File: src/rtl/sync_gen_pkg.sv
package sync_gen_pkg;
  // strobes from control to datapath, valid for one clock
  typedef struct packed {
    logic step;      // counters may move this clock
    logic jumpEq;    // load first equalizing pulse
    logic jumpVs;    // load first broad pulse
    logic modeLong;  // frame length in force
  } syncCtl_t;
endpackage

File: src/rtl/sync_gen_ctrl.sv
module sync_gen_ctrl
  import sync_gen_pkg::*;
(
  input  logic     clk,
  input  logic     rstN,
  input  logic     clkEn,
  input  logic     modeLong,
  input  logic     eqResetN,
  input  logic     vsResetN,
  input  logic     frameEnd,
  output syncCtl_t ctl
);
  logic modeCur;
  logic wrapNow;

  assign wrapNow = clkEn && eqResetN && vsResetN && frameEnd;

  always_ff @(posedge clk or negedge rstN) begin
    if (!rstN)        modeCur <= 1'b0;
    else if (wrapNow) modeCur <= modeLong;
  end

  always_comb begin
    ctl.step     = clkEn;
    ctl.jumpEq   = clkEn && !eqResetN;
    ctl.jumpVs   = clkEn && eqResetN && !vsResetN;
    ctl.modeLong = modeCur;
  end

  // the frame length only switches at a frame wrap
  p_mode_at_wrap_r3: assert property (@(posedge clk) disable iff (!rstN)
    !$stable(modeCur) |-> $past(wrapNow));
endmodule

File: src/rtl/sync_gen_datapath.sv
module sync_gen_datapath
  import sync_gen_pkg::*;
#(
  parameter int CLKS_PER_LINE = 32,
  parameter int LINES_SHORT   = 525,
  parameter int LINES_LONG    = 625,
  parameter int EQ_PULSES     = 6,
  parameter int BROAD_PULSES  = 6,
  parameter int HSYNC_CLKS    = 2,
  parameter int EQ_CLKS       = 1,
  parameter int BROAD_CLKS    = 13,
  parameter int HDRIVE_CLKS   = 2,
  localparam int HPOS_W = $clog2(CLKS_PER_LINE),
  localparam int LINE_W = $clog2(LINES_LONG)
) (
  input  logic              clk,
  input  logic              rstN,
  input  syncCtl_t          ctl,
  output logic [LINE_W-1:0] lineNum,
  output logic [HPOS_W-1:0] linePos,
  output logic              syncN,
  output logic              hDriveN,
  output logic              fieldSecond,
  output logic              frameEnd
);
  localparam int SUB_W    = HPOS_W - 1;
  localparam int HALF_W   = LINE_W + 1;
  localparam int BROAD_LO = EQ_PULSES;
  localparam int BROAD_HI = EQ_PULSES + BROAD_PULSES;
  localparam int VI_END   = 2 * EQ_PULSES + BROAD_PULSES;
  localparam logic [LINE_W-1:0] VS_LINE = LINE_W'(EQ_PULSES / 2);
  localparam logic [HPOS_W-1:0] VS_HPOS = (EQ_PULSES % 2) != 0 ?
                                          HPOS_W'(CLKS_PER_LINE / 2) : '0;

  logic [HPOS_W-1:0] hPos, hNext;
  logic [LINE_W-1:0] lineCnt, lNext;
  logic [LINE_W-1:0] lastLine;
  logic [HALF_W-1:0] frameHalves, halfIdx, fieldHalf;
  logic [SUB_W-1:0]  sub;
  logic              secondNext, inEq, inBroad, syncNext, hDrvNext;

  assign lastLine = ctl.modeLong ? LINE_W'(LINES_LONG - 1) : LINE_W'(LINES_SHORT - 1);
  assign frameHalves = ctl.modeLong ? HALF_W'(LINES_LONG) : HALF_W'(LINES_SHORT);
  assign frameEnd = (hPos == HPOS_W'(CLKS_PER_LINE - 1)) && (lineCnt == lastLine);

  // next raster position
  always_comb begin
    hNext = hPos;
    lNext = lineCnt;
    if (ctl.jumpEq) begin
      hNext = '0;
      lNext = '0;
    end else if (ctl.jumpVs) begin
      hNext = VS_HPOS;
      lNext = VS_LINE;
    end else if (ctl.step) begin
      if (hPos == HPOS_W'(CLKS_PER_LINE - 1)) begin
        hNext = '0;
        lNext = (lineCnt == lastLine) ? '0 : lineCnt + 1'b1;
      end else begin
        hNext = hPos + 1'b1;
      end
    end
  end

  // decode of the next position, so outputs line up with the counters
  always_comb begin
    halfIdx    = {lNext, hNext[HPOS_W-1]};
    secondNext = halfIdx >= frameHalves;
    fieldHalf  = secondNext ? halfIdx - frameHalves : halfIdx;
    sub        = hNext[SUB_W-1:0];
    inBroad    = (fieldHalf >= HALF_W'(BROAD_LO)) && (fieldHalf < HALF_W'(BROAD_HI));
    inEq       = (fieldHalf < HALF_W'(VI_END)) && !inBroad;
    if (inBroad)   syncNext = !(sub < SUB_W'(BROAD_CLKS));
    else if (inEq) syncNext = !(sub < SUB_W'(EQ_CLKS));
    else           syncNext = !(hNext < HPOS_W'(HSYNC_CLKS));
    hDrvNext = !(hNext < HPOS_W'(HDRIVE_CLKS));
  end

  always_ff @(posedge clk or negedge rstN) begin
    if (!rstN) begin
      hPos        <= '0;
      lineCnt     <= '0;
      syncN       <= 1'b0;
      hDriveN     <= 1'b0;
      fieldSecond <= 1'b0;
    end else begin
      hPos        <= hNext;
      lineCnt     <= lNext;
      syncN       <= syncNext;
      hDriveN     <= hDrvNext;
      fieldSecond <= secondNext;
    end
  end

  assign lineNum = lineCnt;
  assign linePos = hPos;

  p_step_r1: assert property (@(posedge clk) disable iff (!rstN)
    (ctl.step && !ctl.jumpEq && !ctl.jumpVs) |=> (hPos == HPOS_W'($past(hPos) + 1'b1)));
  p_eq_target_r9: assert property (@(posedge clk) disable iff (!rstN)
    ctl.jumpEq |=> (hPos == '0 && lineCnt == '0));
  p_vs_target_r10: assert property (@(posedge clk) disable iff (!rstN)
    ctl.jumpVs |=> (hPos == VS_HPOS && lineCnt == VS_LINE));
  p_hold_r12: assert property (@(posedge clk) disable iff (!rstN)
    !ctl.step |=> ($stable(hPos) && $stable(lineCnt) && $stable(syncN) && $stable(fieldSecond)));
  p_line_range_r2: assert property (@(posedge clk) disable iff (!rstN)
    lineCnt <= lastLine);
  always_comb begin
    if (rstN) p_hdrive_r8: assert (hDriveN == (hPos >= HPOS_W'(HDRIVE_CLKS)));
  end
endmodule

File: src/rtl/sync_gen.sv
module sync_gen
  import sync_gen_pkg::*;
#(
  parameter int CLKS_PER_LINE = 32,
  parameter int LINES_SHORT   = 525,
  parameter int LINES_LONG    = 625,
  parameter int EQ_PULSES     = 6,
  parameter int BROAD_PULSES  = 6,
  parameter int HSYNC_CLKS    = 2,
  parameter int EQ_CLKS       = 1,
  parameter int BROAD_CLKS    = 13,
  parameter int HDRIVE_CLKS   = 2
) (
  input  logic                          clk,
  input  logic                          rstN,
  input  logic                          clkEn,
  input  logic                          modeLong,
  input  logic                          eqResetN,
  input  logic                          vsResetN,
  output logic                          syncN,
  output logic                          hDriveN,
  output logic [$clog2(LINES_LONG)-1:0] lineNum,
  output logic [$clog2(CLKS_PER_LINE)-1:0] linePos,
  output logic                          fieldSecond
);
  syncCtl_t ctl;
  logic     frameEnd;

  sync_gen_ctrl u_ctrl (
    .clk(clk), .rstN(rstN), .clkEn(clkEn), .modeLong(modeLong),
    .eqResetN(eqResetN), .vsResetN(vsResetN), .frameEnd(frameEnd), .ctl(ctl)
  );

  sync_gen_datapath #(
    .CLKS_PER_LINE(CLKS_PER_LINE), .LINES_SHORT(LINES_SHORT), .LINES_LONG(LINES_LONG),
    .EQ_PULSES(EQ_PULSES), .BROAD_PULSES(BROAD_PULSES), .HSYNC_CLKS(HSYNC_CLKS),
    .EQ_CLKS(EQ_CLKS), .BROAD_CLKS(BROAD_CLKS), .HDRIVE_CLKS(HDRIVE_CLKS)
  ) u_dp (
    .clk(clk), .rstN(rstN), .ctl(ctl), .lineNum(lineNum), .linePos(linePos),
    .syncN(syncN), .hDriveN(hDriveN), .fieldSecond(fieldSecond), .frameEnd(frameEnd)
  );
endmodule

File: config.mk
export PLATFORM = sky130hd
export DESIGN_NAME = sync_gen
export DESIGN_NICKNAME = d
export VERILOG_FILES = /design/src/rtl/sync_gen_pkg.sv /design/src/rtl/sync_gen_ctrl.sv /design/src/rtl/sync_gen_datapath.sv /design/src/rtl/sync_gen.sv
export SDC_FILE = /design/constraint.sdc
export NUM_CORES = 1
export LEC_CHECK = 0
export CAP_MARGIN = 20
export CORE_ASPECT_RATIO = 2
export CORE_MARGIN = 1.5
export CORE_UTILIZATION = 42
export DETAILED_ROUTE_END_ITERATION = 10
export PLACE_DENSITY = 0.69
export SYNTH_ARGS = -nofsm -noshare
export SYNTH_HDL_FRONTEND = slang
export SYNTH_HIERARCHICAL = 1
export SYNTH_SLANG_ARGS = --single-unit
File: constraint.sdc
create_clock -name clk -period 5.2 [get_ports clk]
set_input_delay 0.78 -clock clk [delete_from_list [all_inputs] [get_ports clk]]
set_output_delay 0.78 -clock clk [all_outputs]
set_load 0.005 [all_outputs]
==> impl_results.md, run 1 <==
- Status: finished, final reports clean
- CP Data Required Time: around 5300 ps
- Most common cell after layout, fill and taps aside: clkdlybuf4s50_1
- Worst min path class: reg -> reg
- Top FF cell, synth: dfrtp_1
- Worst Max-Slew Pin Slew: 938 ps
- Critical path class: in -> reg
- Sequential area share after synthesis: about a quarter
- HPWL Detailed: 3660 µm
- Clk buf depth: 2
- Placed Cells: 280
- VDD IR-drop max: 190 µV
- Clk_lat worst skew: about 260 ps
- Largest net degree at the start of global routing: 20
- Final instance area: roughly 2100 µm²
- Post-Route WL: about 4700 µm
- Initial Util: ~44%
- Unrepaired setup endpoints after global routing: no
- # diodes: 0
- Compound-Gate Fraction of Synth Area: about 22%
- Clock sinks: 19
- Total track usage: between 20% and 30%
- Non-Filler Instances: about 280
- Antenna violations before repair: 0
- Leakage power: ~0.86 nW
- Netlist Area Pre-Place: approximately 1800 µm²
- Core area: 4090 µm²
- Top cells by area, synth: dfrtp_1 27%, ha_1 7.7%, mux2i_1 4.5%
- Htree depth: 1
- Final hold vios: 0
- Crit path capture type: register
- Slew headroom: approximately 37%
- Via/cell ratio: 5.88
- Synth Register Bits: 19
- Total grt overflow: 0
- Final worst path period need: ~4700 ps
- Post-synthesis xor/xnor area fraction: about 3.9%
- Busiest grt layer: met2
- Layout cells sized above 1: between 10% and 20%
- Post-CTS setup buffers: 0
- Cell row count: 33
- Main combinational cell family by area after synthesis: simple AND/OR/NAND/NOR gates
- Post-synthesis cell count: ~210
- Die width: approximately 49 µm
- Critical Path AT: ~4800 ps
- Vias in the first global route: about 1,600
- Clock Pin Slew Worst Setup and Hold Paths: 80 ps
- DIE HEIGHT: 95.2 µm
- Syn avg cell area: roughly 8.5 µm²
- Hold buffers post-CTS: 0
- Num CTS Buffers: 3
- Distinct cells, synth: 58
- Post-route ant nets: 0
- Fmax: about 0.21 GHz
- Port Buffers: 23
- Routed wire length per instance: between 15 and 20 µm
- IO Count: 24
- Root Driver: clkbuf_8
- # resized after CTS: 0
- Setup violations, final: 0
- Met3 usage: 1.72%
- DRC Markers: 0
- First-pass GRT wire length: between 7000 and 8000 µm
- Fin nets: 250
- Area growth, synth to finish: 16.5%
- Vias: around 1,700
- Post-synth ARST share: 100%
- Synth Area in Adders: 7.71%
- DRT Pass-1 Iters: 4
- Post-synth top area cell: dfrtp_1
- Commonest non-fill, non-tap cells in the layout: 23 x clkdlybuf4s50_1, 20 x nand2_1, 19 x dfrtp_1
- Synth Net Count: about 230
- DRT iter0 DRCs: 26
- Worst setup SP type: input port
- Met1 usage: about a fifth
- Simple-gate share of the synthesized area: a little over a quarter
- Final Skew: 8.06 ps
- Routability Congestion: between 0.8 and 0.9
- Max Cap Viol: 0
- Fin crit share: about nine tenths
- CTS tree: done
- Synth top area share: 26.6%
- Mux contribution to synthesized area: between 6 and 7%
- Met2 Track Usage GR: between 40 and 50%
- Post-synth EDFFs: 0
- Setup TNS: 0 ps
- Fin. max-slew vios: 0
- Yosys Warn Count: 6
- PD cells: approximately 210 nW/µm²
- DIE AREA: between 4000 and 5000 µm²
- Crit-path max FO: 10
- Post-place instance area: 2030 µm²
==> worst paths after layout <==
| check | slack (ps) | from | to | depth (start not counted) |
|---|---|---|---|---|
| min in group asynchronous | 1040 | rstN | u_ctrl/modeCur | 1 |
| hold / removal | 650 | u_dp/linePos[0] | u_dp/linePos[0] | 2 |
| max in group asynchronous | 3580 | rstN | u_dp/syncN | 1 |
| setup reg to reg | 670 | u_dp/lineNum[0] | u_dp/syncN | 18 |
| setup / recovery | 530 | clkEn | u_dp/syncN | 16 |
| hold reg to reg | 650 | u_dp/linePos[0] | u_dp/linePos[0] | 2 |
==> where the power goes <==
group	switching (mW)	internal (mW)	total, mW
Clock	0.0529	0.0540	0.107
Combinational	0.0742	0.0804	0.155
Sequential	0.0185	0.165	0.184
Total	0.146	0.299	0.445
==> registers in the layout (all words and copies together) (netlist names) <==
signal,cells
u_dp/lineNum,10
u_dp/linePos,5
u_ctrl/modeCur,1
u_dp/fieldSecond,1
u_dp/hDriveN,1
u_dp/syncN,1
==> cell type report <==
class,instances,area [µm²]
clock inverter,1,7.51
multi-input combinational,170,1180
tap,52,65.1
timing repair buffer,27,260
clock buffer,3,41.3
fill,401,2010
inverter,12,45.0
sequential,19,475
==> critical path: stages <==
cell and delay [ps]:
clkdlybuf4s50_1 550, buf_4 230, and2_1 210, nand2_1 70
a21o_1 150, a21oi_1 310, ha_1 360, nor2b_1 170
o31ai_1 320, a21oi_1 170, nor2_1 150, or4b_1 450
a32oi_1 220, mux2i_1 110, or2_0 210, o32a_1 340
==> cell families (layout without fill, tap and decap cells) <==
group                    after synthesis  in the layout
AND/OR/NAND/NOR                       86             86
AO/OA/AOI/OAI                         54             54
buffers and inverters                 22             43
flip-flops                            19             19
adder cells (fa/ha/maj)               11             11
multiplexers                          11             11
XOR/XNOR                               8              8
==> synthesized netlist by cell type, drive strengths merged (3+ instances only) <==
cell and number:
or4 4, nor3 9, ha 11, inv 12, mux2 3, xor2 4
a31oi 8, xnor2 4, dfrtp 19, nor4 3, a21o 4, o21ai 12
clkbuf 3, nand4 3, o31ai 3, o211ai 3, nor2 14, a21oi 9
nand2 21, nand3 8, mux2i 8, or2 3, buf 7, nand2b 4
and3 4
==> layer usage <==
metal	wire [µm]	part of all wire, %
met1	1820	39
met2	2660	57
met3	63	1.3
met4	126	2.7
met5	0	0
==> through the flow <==
| stage | total power, mW | hold slack, ps | util, % | setup slack [ps] |
|---|---|---|---|---|
| 3_5_place_dp | 0.341 | 648 | 49.7 | 273 |
| 3_3_place_gp | 0.340 | 646 | 49.7 | 336 |
| 2_1_floorplan | 0.277 | 465 | - | 1130 |
| 4_1_cts | 0.452 | 663 | 50.9 | 550 |
| 5_1_grt | 0.473 | 683 | 50.9 | 329 |
| 6_report | 0.445 | 650 | 50.9 | 526 |
No activity file was read; power rests on OpenSTA's default activity.
==> run 2: changes to the inputs <==
CAP_MARGIN = 40   (was 20)
CTS_CLUSTER_SIZE = 14   (was unset)
==> impl_results.md, run 2 (synthesis results as in run 1) <==
- PD cells: 214 nW/µm² (-0.17%)
- Fin nets: 251 (+0.40%)
- # diodes: 0 (unchanged)
- Slew headroom: 59.6% (+22 points)
- Critical Path AT: 4900 ps (+80 ps)
- Post-route ant nets: 0 (unchanged)
- Setup WS post-layout: 435 ps (-90.8 ps)
- Root Driver: clkbuf_8
- CP startpoint: clkEn
- Top delay family on crit path: compound AO/OA/AOI/OAI gates
- Register Area: 475 µm² (unchanged)
- Final core utilization: 51.2% (+0.37 points)
- DRC Markers: 0 (unchanged)
- Final hold vios: 0 (unchanged)
- Area of the multi-input gates: 1180 µm² (unchanged)
- Vias in the first global route: 1,661 (+1.6%)
- Status: finished, final reports clean
- FF-to-FF Start: u_dp/lineNum[0]
- Initial Util: 43.7% (unchanged)
- # resized after CTS: 0 (unchanged)
- Setup violations, final: 0 (unchanged)
- Vias: 1,685 (+0.90%)
- CTS tree: done
- CP max stage delay: 550 ps (about the same)
- First-pass GRT wire length: 7650 µm (+1.1%)
- Fin crit share: 91.6% (+1.7 points)
- Fmax: 0.210 GHz (-1.9%)
- Clk_lat worst skew: 260 ps (about the same)
- Max reg flops: 10 (unchanged)
- Via/cell ratio: 5.91 (+0.54%)
- DRT iter0 DRCs: 25 (-3.8%)
- Largest net degree at the start of global routing: 16 (-20%)
- Clk buf depth: 2 (unchanged)
- Critical Path, Cell by Cell: clkdlybuf4s50_1 -> buf_4 -> and2_1 -> nand2_1 -> a21o_1 -> a21oi_1 -> ha_1 -> nor2b_1 -> o31ai_1 -> a21oi_1 -> nor2_1 -> or4b_1 -> a32oi_1 -> mux2i_1 -> or2_0 -> o32a_1
- Crit path capture type: register
- IO Count: 24 (unchanged)
- R2R Setup Slk: 610 ps (-60 ps)
- Crit path top cell by count: a21oi_1
- Most common cell after layout, fill and taps aside: clkdlybuf4s50_1
- Area growth, synth to finish: 17.3%
- Routed wire length per instance: 16.4 µm (-0.16%)
- Core area: 4090 µm² (unchanged)
- DIE AREA: 4680 µm² (unchanged)
- DIE HEIGHT: 95.2 µm (unchanged)
- Worst path bufs/invs: 2 (unchanged)
- Total grt overflow: 0 (unchanged)
- Crit-path max FO: 10 (unchanged)
- Post-Route WL: 4680 µm (+0.19%)
- Total track usage: 20.9% (+0.18 points)
- Layout cells sized above 1: 10.7% (+0.38 points)
- Hold_sp: u_dp/linePos[0]
- Num CTS Buffers: 3 (unchanged)
- VDD IR-drop max: 212 µV (+12%)
- Final Skew: 14.1 ps (+6.05 ps)
- Leakage power: 0.870 nW (+0.86%)
- CP Data Required Time: 5340 ps (about the same)
- Commonest non-fill, non-tap cells in the layout: 23 x clkdlybuf4s50_1, 20 x nand2_1, 19 x dfrtp_1
- Dpl ws: 269 ps (-4.40 ps)
- Final instance area: 2090 µm² (+0.72%)
- Post-CTS setup buffers: 0 (unchanged)
- Clock Pin Slew Worst Setup and Hold Paths: 90 ps (about the same)
- Fillers: 375 (-6.5%)
- Post-place instance area: 2050 µm² (+0.74%)
- HPWL Detailed: 3690 µm (+0.87%)
- DRT Pass-1 Iters: 4 (unchanged)
- Port Buffers: 23 (unchanged)
- Die width: 49.1 µm (unchanged)
- Critical path class: in -> reg
- Worst min path class: reg -> reg
- Fin. max-slew vios: 0 (unchanged)
- Setup TNS: 0 ps (unchanged)
- Cell row count: 33 (unchanged)
- Routability Congestion: 0.865 (unchanged)
- Htree depth: 1 (unchanged)
- Crit-path slowest cell: clkdlybuf4s50_1
- Final worst path period need: 4760 ps (+90.8 ps)
- Worst Max-Slew Pin Slew: 601 ps (-337 ps)
- Unrepaired setup endpoints after global routing: no
- Worst setup SP type: input port
- Hold buffers post-CTS: 0 (unchanged)
- Max Cap Viol: 0 (unchanged)
- Antenna violations before repair: 0 (unchanged)
- Clock sinks: 19 (unchanged)
## run 2: cell types whose count changed in the layout (fill, tap and decap cells not counted)
cell / previous run / this run
buf_8: 0 / 1
## run 2: worst min-delay path, stage by stage, from the launching register on
cell and delay (ps):
dfrtp_1 430, xnor2_1 140, nor2_1 60
## run 2: where the power goes
group	switching, mW	leakage (nW)	internal, mW
Clock	0.0543	0.0217	0.0540
Combinational	0.0743	0.594	0.0814
Sequential	0.0185	0.255	0.165
Total	0.147	0.870	0.300
## run 2: worst paths after layout
path / end / cells past startpoint
min: u_dp/linePos[0] / 2
min reg2reg: u_dp/linePos[0] / 2
max: u_dp/syncN / 16
max in group asynchronous: u_dp/syncN / 2
max reg2reg: u_dp/syncN / 18
min in group asynchronous: u_dp/lineNum[6] / 1
## run 2: stage by stage
| step | hold slack [ps] | std cells | power, mW |
|---|---|---|---|
| floorplan | 465 | 211 | 0.277 |
| global placement | 646 | 280 | 0.340 |
| detailed placement | 651 | 281 | 0.342 |
| CTS | 667 | 285 | 0.452 |
| global route | 687 | 285 | 0.473 |
| finish | 660 | 285 | 0.448 |
## run 2: cell type report
class                      instances  share of cell area (%)
multi-input combinational        170                    56.6
sequential                        19                    22.7
inverter                          12                    2.15
tap                               52                    3.11
clock inverter                     1                   0.358
timing repair buffer              28                    13.1
clock buffer                       3                    1.97
## run 2: routing by layer
metal | GRT usage [%] | wire length [µm] | up-vias
met5 | 0 | 0 | -
met3 | 2.35 | 153 | 11
met1 | 21.5 | 1730 | 810
met4 | 10.2 | 143 | 0
li1 | - | - | 822
met2 | 40.5 | 2650 | 42
==> run 3: changes to the inputs <==
SLEW_MARGIN = 20   (was unset)
==> impl_results.md, run 3 (synthesis results as in run 1) <==
- Worst min path class: reg -> reg
- Fmax: 0.214 GHz (+1.9%)
- DRT Pass-1 Iters: 4 (unchanged)
- CP Data Required Time: 5350 ps (about the same)
- CTS tree: done
- Slew headroom: 56.2% (-3.4 points)
- Routability Congestion: 0.865 (unchanged)
- CP endpoint: u_dp/syncN
- R2R Setup Slk: 620 ps (about the same)
- Unrepaired setup endpoints after global routing: no
- Core area: 4090 µm² (unchanged)
- Num CTS Buffers: 3 (unchanged)
- Antenna violations before repair: 0 (unchanged)
- First-pass GRT wire length: 7580 µm (-0.90%)
- Final Skew: 10.1 ps (-4.02 ps)
- Hold buffers post-CTS: 0 (unchanged)
- Reg2Reg Capture Point: u_dp/syncN
- Cell row count: 33 (unchanged)
- Fin. max-slew vios: 0 (unchanged)
- PD cells: 214 nW/µm² (about the same)
- Via/cell ratio: 5.94 (+0.53%)
- Clk_lat worst skew: 270 ps (about the same)
- Port Buffers: 23 (unchanged)
- Die width: 49.1 µm (unchanged)
- Largest net degree at the start of global routing: 16 (unchanged)
- Htree depth: 1 (unchanged)
- Clock sinks: 19 (unchanged)
- Vias: 1,694 (+0.53%)
- DRT iter0 DRCs: 42 (+68%)
- CP startpoint: clkEn
- Crit path capture type: register
- Routed wire length per instance: 16.4 µm (+0.15%)
- Crit-path max FO: 10 (unchanged)
- DRC Markers: 0 (unchanged)
- Worst setup SP type: input port
- DIE HEIGHT: 95.2 µm (unchanged)
- Leakage power: 0.870 nW (unchanged)
- Most common cell after layout, fill and taps aside: clkdlybuf4s50_1
- Fin nets: 251 (unchanged)
- Clk buf depth: 2 (unchanged)
- Critical Path AT: 4830 ps (-70 ps)
- Fin crit share: 90.0% (-1.7 points)
- # diodes: 0 (unchanged)
- Post-route ant nets: 0 (unchanged)
- HPWL Detailed: 3660 µm (-0.94%)
- DIE AREA: 4680 µm² (unchanged)
- Root Driver: clkbuf_8
- Setup violations, final: 0 (unchanged)
- Layout cells sized above 1: 10.7% (unchanged)
- Setup TNS: 0 ps (unchanged)
- Post-Route WL: 4690 µm (+0.15%)
- Commonest non-fill, non-tap cells in the layout: 23 x clkdlybuf4s50_1, 20 x nand2_1, 19 x dfrtp_1
- Area growth, synth to finish: 17.3% (unchanged)
- Vias in the first global route: 1,658 (-0.18%)
- Total grt overflow: 0 (unchanged)
- Worst Max-Slew Pin Slew: 652 ps (+50.8 ps)
- Critical path class: in -> reg
- Status: finished, final reports clean
- Initial Util: 43.7% (unchanged)
- FF-to-FF Start: u_dp/lineNum[0]
- Hold slack: 656 ps (-4.51 ps)
- Max Cap Viol: 0 (unchanged)
- R2r worst-path depth: 18 (unchanged)
- Final instance area: 2090 µm² (unchanged)
- IO Count: 24 (unchanged)
- Post-CTS setup buffers: 0 (unchanged)
- # resized after CTS: 0 (unchanged)
- Total track usage: 21.0% (+0.092 points)
- Final hold vios: 0 (unchanged)
- Clock Pin Slew Worst Setup and Hold Paths: 80 ps (about the same)
- VDD IR-drop max: 167 µV (-21%)
- Post-place instance area: 2050 µm² (unchanged)
- Final worst path period need: 4680 ps (-86.8 ps)
- Max reg flops: 10 (unchanged)
## run 3: cell counts in the layout (fill, tap and decap cells not counted)
Identical to the previous run, type by type.
## run 3: worst max-delay path, stage by stage
cell	delay, ps
clkdlybuf4s50_1	550
buf_4	220
and2_1	210
nand2_1	70
a21o_1	150
a21oi_1	300
ha_1	360
nor2b_1	170
o31ai_1	350
a21oi_1	180
nor2_1	140
or4b_1	450
a32oi_1	220
mux2i_1	110
or2_0	210
o32a_1	340
## run 3: per-stage QoR
step | util [%] | setup slack (ps) | std cells | total power [mW]
floorplan | - | 1130 | 211 | 0.277
global placement | 49.7 | 336 | 280 | 0.340
detailed placement | 50.0 | 284 | 281 | 0.342
CTS | 51.2 | 561 | 285 | 0.454
global route | 51.2 | 348 | 285 | 0.475
finish | 51.2 | 522 | 285 | 0.448
## run 3: report_power, final
| part | internal (mW) | total, mW | switching [mW] |
|---|---|---|---|
| logic | 0.0814 | 0.155 | 0.0734 |
| clock network | 0.0542 | 0.109 | 0.0548 |
| registers | 0.165 | 0.184 | 0.0187 |
## run 3: how the worst min path moves through the flow
stage	endpoint	cells past startpoint	slack [ps]	start
2_1_floorplan	u_ctrl/modeCur	1	470	u_ctrl/modeCur
3_3_place_gp	u_dp/linePos[0]	2	650	u_dp/linePos[0]
3_5_place_dp	u_dp/linePos[0]	2	660	u_dp/linePos[0]
4_1_cts	u_dp/linePos[0]	2	670	u_dp/linePos[0]
5_1_grt	u_dp/linePos[0]	2	690	u_dp/linePos[0]
6_report	u_dp/linePos[0]	2	660	u_dp/linePos[0]
## run 3: per-layer routing
| layer | wire length [µm] | global-route usage [%] | up-vias | part of all wire, % |
|---|---|---|---|---|
| met4 | 159 | 11.4 | 0 | 3.4 |
| met3 | 103 | 1.57 | 14 | 2.2 |
| met2 | 2610 | 40.4 | 44 | 56 |
| met5 | 0 | 0 | - | 0 |
| li1 | - | - | 822 | - |
| met1 | 1810 | 21.9 | 814 | 39 |
## run 3: cell type report
| type | count | area, µm² |
|---|---|---|
| Fill cell | 396 | 1990 |
| Multi-Input combinational cell | 170 | 1180 |
| Sequential cell | 19 | 475 |
| Timing Repair Buffer | 28 | 275 |
| Tap cell | 52 | 65.1 |
| Inverter | 12 | 45.0 |
| Clock buffer | 3 | 41.3 |
| Clock inverter | 1 | 7.51 |
